[src/rtl/irqg_pkg.sv]
package irqg_pkg;
  localparam int WORD_W   = 32;
  localparam int SET_BASE = 'h100;
  localparam int CLR_BASE = 'h180;

  // Aligned address inside a window of nwords words starting at base
  function automatic logic in_window(logic [31:0] addr, int base, int nwords);
    return (addr >= 32'(base)) && (addr < 32'(base + 4 * nwords)) && (addr[1:0] == 2'b00);
  endfunction

  // Word number of an address relative to a window base
  function automatic int word_of(logic [31:0] addr, int base);
    return int'((addr - 32'(base)) >> 2);
  endfunction

  // Bits of word w that map to a real line
  function automatic logic [WORD_W-1:0] impl_mask(int w, int nlines);
    logic [WORD_W-1:0] m;
    for (int b = 0; b < WORD_W; b++) m[b] = ((w * WORD_W + b) < nlines);
    return m;
  endfunction

  // Priority field of line i from a packed vector
  function automatic logic [7:0] prio_of(logic [1023:0] vec, int i, int pw);
    logic [7:0] p;
    p = '0;
    for (int b = 0; b < pw; b++) p[b] = vec[i * pw + b];
    return p;
  endfunction
endpackage

[src/rtl/irqg_enable_bank.sv]
module irqg_enable_bank
  import irqg_pkg::*;
#(
  parameter int NUM_LINES = 114,
  parameter int ADDR_W    = 12,
  localparam int NUM_WORDS = (NUM_LINES + WORD_W - 1) / WORD_W
) (
  input  logic                 clk,
  input  logic                 rst_n,
  input  logic [ADDR_W-1:0]    bus_addr,
  input  logic [WORD_W-1:0]    bus_wdata,
  input  logic                 bus_we,
  input  logic                 bus_priv,
  output logic [WORD_W-1:0]    bus_rdata,
  output logic [NUM_LINES-1:0] en_flat
);
  logic [31:0]          addr32;
  logic [NUM_WORDS-1:0] set_hit;
  logic [NUM_WORDS-1:0] clr_hit;
  logic [NUM_WORDS-1:0] set_we;
  logic [NUM_WORDS-1:0] clr_we;
  logic                 set_we_any;
  logic                 clr_we_any;
  logic [WORD_W-1:0]    en_word [NUM_WORDS];

  assign addr32 = 32'(bus_addr);

  for (genvar w = 0; w < NUM_WORDS; w++) begin : g_word
    localparam logic [WORD_W-1:0] MASK = impl_mask(w, NUM_LINES);
    assign set_hit[w] = bus_priv && in_window(addr32, SET_BASE, NUM_WORDS)
                        && (word_of(addr32, SET_BASE) == w);
    assign clr_hit[w] = bus_priv && in_window(addr32, CLR_BASE, NUM_WORDS)
                        && (word_of(addr32, CLR_BASE) == w);
    assign set_we[w]  = bus_we && set_hit[w];
    assign clr_we[w]  = bus_we && clr_hit[w];

    always_ff @(posedge clk or negedge rst_n) begin
      if (!rst_n)         en_word[w] <= '0;
      else if (set_we[w]) en_word[w] <= en_word[w] | (bus_wdata & MASK);
      else if (clr_we[w]) en_word[w] <= en_word[w] & ~(bus_wdata & MASK);
    end
  end

  for (genvar i = 0; i < NUM_LINES; i++) begin : g_flat
    assign en_flat[i] = en_word[i / WORD_W][i % WORD_W];
  end

  assign set_we_any = |set_we;
  assign clr_we_any = |clr_we;

  always_comb begin
    bus_rdata = '0;
    for (int w = 0; w < NUM_WORDS; w++)
      if (set_hit[w] || clr_hit[w]) bus_rdata = en_word[w];
  end

  assert_set_only_by_set_R2: assert property (@(posedge clk) disable iff (!rst_n)
    !set_we_any |=> ((en_flat & ~$past(en_flat)) == '0));
  assert_clear_only_by_clr_R3: assert property (@(posedge clk) disable iff (!rst_n)
    !clr_we_any |=> ((en_flat & $past(en_flat)) == $past(en_flat)));
  assert_unpriv_quiet_R5: assert property (@(posedge clk) disable iff (!rst_n)
    !bus_priv |-> (bus_rdata == '0));
  assert_unpriv_no_write_R5: assert property (@(posedge clk) disable iff (!rst_n)
    (bus_we && !bus_priv) |=> $stable(en_flat));
endmodule

[src/rtl/irqg_pending.sv]
module irqg_pending #(
  parameter int NUM_LINES = 114,
  parameter int IDX_W     = 7
) (
  input  logic                 clk,
  input  logic                 rst_n,
  input  logic [NUM_LINES-1:0] irq_in,
  input  logic                 ack_fire,
  input  logic [IDX_W-1:0]     ack_index,
  output logic [NUM_LINES-1:0] pend
);
  logic [NUM_LINES-1:0] ack_mask;

  always_comb begin
    ack_mask = '0;
    for (int i = 0; i < NUM_LINES; i++)
      ack_mask[i] = ack_fire && (ack_index == IDX_W'(i));
  end

  always_ff @(posedge clk or negedge rst_n) begin
    if (!rst_n) pend <= '0;
    else        pend <= (pend & ~ack_mask) | irq_in;
  end

  assert_pend_capture_R6: assert property (@(posedge clk) disable iff (!rst_n)
    (|irq_in) |=> ((pend & $past(irq_in)) == $past(irq_in)));
  assert_ack_clears_R9: assert property (@(posedge clk) disable iff (!rst_n)
    (ack_fire && !irq_in[ack_index]) |=> !pend[$past(ack_index)]);
  assert_ack_onehot_R9: assert property (@(posedge clk) disable iff (!rst_n)
    $onehot0(ack_mask));
endmodule

[src/rtl/irqg_select.sv]
module irqg_select
  import irqg_pkg::*;
#(
  parameter int NUM_LINES = 114,
  parameter int PRIO_W    = 3,
  parameter int IDX_W     = 7
) (
  input  logic                        clk,
  input  logic                        rst_n,
  input  logic [NUM_LINES-1:0]        cand,
  input  logic [NUM_LINES*PRIO_W-1:0] prio_vec,
  output logic                        win_valid,
  output logic [IDX_W-1:0]            win_index
);
  logic [1023:0] prio_wide;
  logic [7:0]    best_p;

  assign prio_wide = 1024'(prio_vec);

  // Linear scan; strict less-than keeps the lower index on ties
  always_comb begin
    win_valid = 1'b0;
    win_index = '0;
    best_p    = '1;
    for (int i = 0; i < NUM_LINES; i++) begin
      if (cand[i] && (!win_valid || (prio_of(prio_wide, i, PRIO_W) < best_p))) begin
        win_valid = 1'b1;
        win_index = IDX_W'(i);
        best_p    = prio_of(prio_wide, i, PRIO_W);
      end
    end
  end

  assert_act_is_live_R7: assert property (@(posedge clk) disable iff (!rst_n)
    win_valid |-> cand[win_index]);
  assert_idle_when_none_R7: assert property (@(posedge clk) disable iff (!rst_n)
    !(|cand) |-> !win_valid);
endmodule

[src/rtl/irq_gate_ctrl.sv]
module irq_gate_ctrl
  import irqg_pkg::*;
#(
  parameter int NUM_LINES = 114,
  parameter int PRIO_W    = 3,
  parameter int ADDR_W    = 12,
  localparam int IDX_W    = $clog2(NUM_LINES)
) (
  input  logic                        clk,
  input  logic                        rst_n,
  input  logic [ADDR_W-1:0]           bus_addr,
  input  logic [WORD_W-1:0]           bus_wdata,
  input  logic                        bus_we,
  input  logic                        bus_priv,
  output logic [WORD_W-1:0]           bus_rdata,
  input  logic [NUM_LINES-1:0]        irq_in,
  input  logic [NUM_LINES*PRIO_W-1:0] irq_prio,
  output logic                        act_valid,
  output logic [IDX_W-1:0]            act_index,
  input  logic                        act_ack
);
  logic [NUM_LINES-1:0] en_flat;
  logic [NUM_LINES-1:0] pend;
  logic [NUM_LINES-1:0] cand;
  logic                 ack_fire;

  irqg_enable_bank #(.NUM_LINES(NUM_LINES), .ADDR_W(ADDR_W)) u_bank (
    .clk(clk), .rst_n(rst_n), .bus_addr(bus_addr), .bus_wdata(bus_wdata),
    .bus_we(bus_we), .bus_priv(bus_priv), .bus_rdata(bus_rdata), .en_flat(en_flat)
  );

  assign ack_fire = act_ack && act_valid;

  irqg_pending #(.NUM_LINES(NUM_LINES), .IDX_W(IDX_W)) u_pend (
    .clk(clk), .rst_n(rst_n), .irq_in(irq_in), .ack_fire(ack_fire),
    .ack_index(act_index), .pend(pend)
  );

  assign cand = pend & en_flat;

  irqg_select #(.NUM_LINES(NUM_LINES), .PRIO_W(PRIO_W), .IDX_W(IDX_W)) u_sel (
    .clk(clk), .rst_n(rst_n), .cand(cand), .prio_vec(irq_prio),
    .win_valid(act_valid), .win_index(act_index)
  );

  assert_disabled_never_active_R7: assert property (@(posedge clk) disable iff (!rst_n)
    act_valid |-> en_flat[act_index]);
endmodule

[config.mk]
export PLATFORM = sky130hd
export DESIGN_NAME = irq_gate_ctrl
export DESIGN_NICKNAME = d
export VERILOG_FILES = /design/src/rtl/irqg_pkg.sv /design/src/rtl/irqg_enable_bank.sv /design/src/rtl/irqg_pending.sv /design/src/rtl/irqg_select.sv /design/src/rtl/irq_gate_ctrl.sv
export SDC_FILE = /design/constraint.sdc
export NUM_CORES = 2
export LEC_CHECK = 0
export ABC_AREA = 1
export BUFFER_PORTS_ARGS = -buffer_cell sky130_fd_sc_hd__buf_4
export CAP_MARGIN = 15
export CELL_PAD_IN_SITES_DETAIL_PLACEMENT = 1
export CELL_PAD_IN_SITES_GLOBAL_PLACEMENT = 1
export CORE_UTILIZATION = 35
export DETAILED_ROUTE_END_ITERATION = 8
export PLACE_DENSITY_LB_ADDON = 0.1
export RECOVER_POWER = 100
export SETUP_SLACK_MARGIN = 0.3
export SKIP_LAST_GASP = 1
export SYNTH_ARGS = -nofsm -noshare
export SYNTH_HDL_FRONTEND = slang
export SYNTH_SLANG_ARGS = --single-unit
[constraint.sdc]
create_clock -name clk -period 130.7 [get_ports clk]
set_input_delay 19.605 -clock clk [delete_from_list [all_inputs] [get_ports clk]]
set_output_delay 19.605 -clock clk [all_outputs]
set_load 0.01 [all_outputs]
==> impl_metrics.toml <==
[place]
post-dp-hpwl_mm = 106.8
finalWeightedCongestion = 0.9164
buffer_ports.inserted = 544

[synth]
avgSynthCellArea_um2 = 5.799
yosys.area_share.adder = 0.05263
synth_fp_nets = 5376
synth_mux_area_frac = 0
asyncSetResetFlopFracSynth = 1.000
syn_inst = 4755
synth-edff-count = 0
synth_cell_types = 43
synth_xor_area_frac = 0
ys.warnings.count = 0
yosys_register_bits = 228
synth.cell_area_mm2 = 0.02758
ys_dominant_reg_cell = "sky130_fd_sc_hd__dfrtp_1"
synth_top_family_by_area = "simple AND/OR/NAND/NOR gates"
synthSimpleGateAreaFrac = 0.5075
synth_compound_gate_area_share = 0.08875
seq_area_frac_synth = 0.2069

[sta]
final_max_slew_viol_count = 233
report.final.hold_viol_count = 0
post-route-min-period_ns = 128.04
timing.fmax_mhz = 7.810
setup_viol = 0
max_slew_margin = -3.279
timing_worst_slew_pin_value_ns = 6.419
worst_hold_slack_ns = 0.4707
rsz0062_at_grt = "yes"
layout_worst_path_cycle_share = 0.9796
timing.clock.skew_ns = 0.01081

[routing]
finalWirelength_mm = 136.1
vias_per_cell = 5.004
route.detailed.wl_per_inst_um = 19.17
number_of_violations_reported_at_the_end_of_detailed_routing_iteration_0 = 1885
vias = 35524
final_antenna_net_count = 0
drt-pass1-iter-count = 5
remaining_drc_errors = 0

[floorplan]
floorplan.die.width_um = 282.7
starting_density = 0.3548
dieArea_mm2 = 0.07991
rows = 102
core_box_area_mm2 = 0.07772
die_h_um = 282.7
num_io_pins = 545

[global_routing]
grtUsageMet2 = 0.5448
use_met3 = 0.03425
grt_use_met1 = 0.3874
global_route.overflow_total = 0
via_count_of_the_first_global_routing_pass = 34889
antenna_found_initial = 21
grt_first_pass_wirelength_mm = 191.2
grt_util_all_layers = 0.3082
top_usage_layer = "met2"
pin_count_of_the_biggest_net_entering_global_routing = 109

[critical_path]
worst_path_dominant_cell_family = "simple AND/OR/NAND/NOR gates"
cp_slowest_stage_delay_ns = 0.32
critPathRequiredTime_ns = 111.10
path_depth = 800
timing.critical_path.fanout_max = 7
critical_path.startpoint_type = "primary input"
cp-end-kind = "output pin"
timing.critical_path.arrival_ns = 108.43
crit_path_top_delay_cell = "sky130_fd_sc_hd__ha_1"
criticalPathCategory = "in -> out"
timing.critical_path.mode_cell = "sky130_fd_sc_hd__nand2_2"
critical_path_buf_inv_count = 98
reg2reg_depth = 976

[outcome]
outcome = "finished, violations left"
violated_checks = "capacitance limit, slew limit"

[worst_hold_path]
hold_class = "reg -> reg"
hold_path_depth = 2

[flow_run]
maxCapViolCount = 3

[pwr]
leakagePower_nw = 25.64
power.share.sequential = 0.394
power_switching_share = 0.2758
switching_power_mw = 0.04944
power_frac_clock = 0.411
combinational_fraction_of_design_power = 0.195
peakVddDrop_mv = 0.009289
pwr_density_cell_mw_per_mm2 = 4.279
post-layout-total-power_mw = 0.1793
internal_power_mw = 0.1298

[clock_network]
cts_buffers = 27
clkSlewWorstSetupHoldPaths_ns = 0.06
hold_buffers = 0
clock_path_buffers = 3
insertion_delay_ns = 0.53
htree_num_levels = 1
cts_root_buffer = "sky130_fd_sc_hd__clkbuf_16"
clock_tree_from_tritoncts = "done"
cts.sinks = 228

[layout]
ratio_of_cells_with_drive_above_1_in_the_final_layout = 0.3766
nNetsFinal = 6649
most-common-layout-cells = "1,263 x sky130_fd_sc_hd__nand2_1, 1,229 x sky130_fd_sc_hd__buf_4, 857 x sky130_fd_sc_hd__inv_1, 677 x sky130_fd_sc_hd__nand3_1, 356 x sky130_fd_sc_hd__nand2_2"
fill_cells = 10600
commonest_non_fill_non_tap_cell_in_the_layout = "sky130_fd_sc_hd__nand2_1"
area_growth_pct = 51.90
-- worst min-delay path, stage by stage (launching register included) --
cell and delay [ns]:
sky130_fd_sc_hd__dfrtp_1 0.34, sky130_fd_sc_hd__nand2_1 0.05, sky130_fd_sc_hd__nand2_1 0.05
-- power groups by stage --
stage	Combinational, mW	Sequential, mW	Clock [mW]
3_3_place_gp	0.0302	0.0719	0
2_1_floorplan	0.0104	0.0719	0
4_1_cts	0.0312	0.0706	0.0744
5_1_grt	0.0381	0.0706	0.0771
6_report	0.0350	0.0706	0.0736
3_5_place_dp	0.0307	0.0719	0
-- cell usage after synthesis (all sizes together), types with 2 or more instances --
cell	count	area (µm²)
nand2	1887	8930
and3	2	12.51
buf	23	141.4
inv	881	3307
o2111ai	2	17.52
a21oi	30	150.1
and2	2	12.51
a211oi	3	22.52
nor3b	4	30.03
dfrtp	228	5705
a22oi	3	22.52
o211ai	15	112.6
clkbuf	31	116.4
ha	116	1451
a41oi	3	26.28
a31oi	14	87.58
nor2	283	1185
nand3	701	3593
a21boi	2	15.01
a221o	14	140.1
o21a	2	15.01
o21ai	357	1787
nand4	30	187.7
nor3	6	30.03
clkinv	110	412.9
-- cells by family (layout without fill, tap and decap cells) --
family	Yosys count	count (layout)
compound gates	449	449
fa+ha+maj	116	116
flops	228	228
simple gates	2917	2918
other cells	0	12
buf+inv	1045	2336
-- routing by layer --
layer / routed length [µm] / vias up / share of wire
met5: 117 / - / 0.00086
met4: 5155 / 18 / 0.038
met3: 6073 / 236 / 0.045
met2: 68240 / 841 / 0.50
met1: 56500 / 17112 / 0.42
li1: - / 17317 / -
-- path summary, 6_finish.rpt --
path                                             from                          to  slack [ns]
max in group asynchronous                       rst_n   u_pend.pend[37]$_DFF_PN0_      103.54
min                        u_pend.pend[109]$_DFF_PN0_  u_pend.pend[109]$_DFF_PN0_        0.47
max reg2reg                                 flip-flop   u_pend.pend[46]$_DFF_PN0_       39.82
min reg2reg                u_pend.pend[109]$_DFF_PN0_  u_pend.pend[109]$_DFF_PN0_        0.47
max                                       irq_prio[2]                act_index[2]        2.66
min in group asynchronous                       rst_n   u_pend.pend[27]$_DFF_PN0_       21.47
-- per-stage QoR --
| stage | TNS [ns] | utilization | instances | instance area, µm² | setup slack (ns) |
|---|---|---|---|---|---|
| final | 0 | 0.5389 | 7099 | 41890 | 2.665 |
| after global routing | -22.45 | 0.5388 | 7096 | 41880 | -3.262 |
| after CTS | 0 | 0.4941 | 6950 | 38400 | 0.3236 |
| after detailed placement | -60.35 | 0.4802 | 6899 | 37320 | -8.651 |
| after global placement | -26.43 | 0.4802 | 6899 | 37320 | -3.806 |
| after floorplan | 0 | - | 4755 | 27580 | 0.3125 |
-- layout make-up --
cell class,instances,area (µm²),area share
sequential,228,5705,0.1362
multi-input combinational,3483,20590,0.4915
inverter,991,3721,0.08883
clock inverter,4,45.04,0.001075
clock buffer,44,799.5,0.01909
antenna,12,30.03,0.0007169
tap,1040,1301,0.03107
timing repair buffer,1297,9696,0.2315
-- repair_timing --
| action | 4_1_cts | 5_1_grt |
|---|---|---|
| pin swaps | 0 | 525 |
| cloned | 1 | 0 |
| buffers inserted | 2 | 137 |
| resized for setup | 138 | 700 |
| endpoints found under the hold margin | 0 | 0 |
| endpoints found under the setup margin | 7 | 7 |
(Power assumes the default switching activity.)
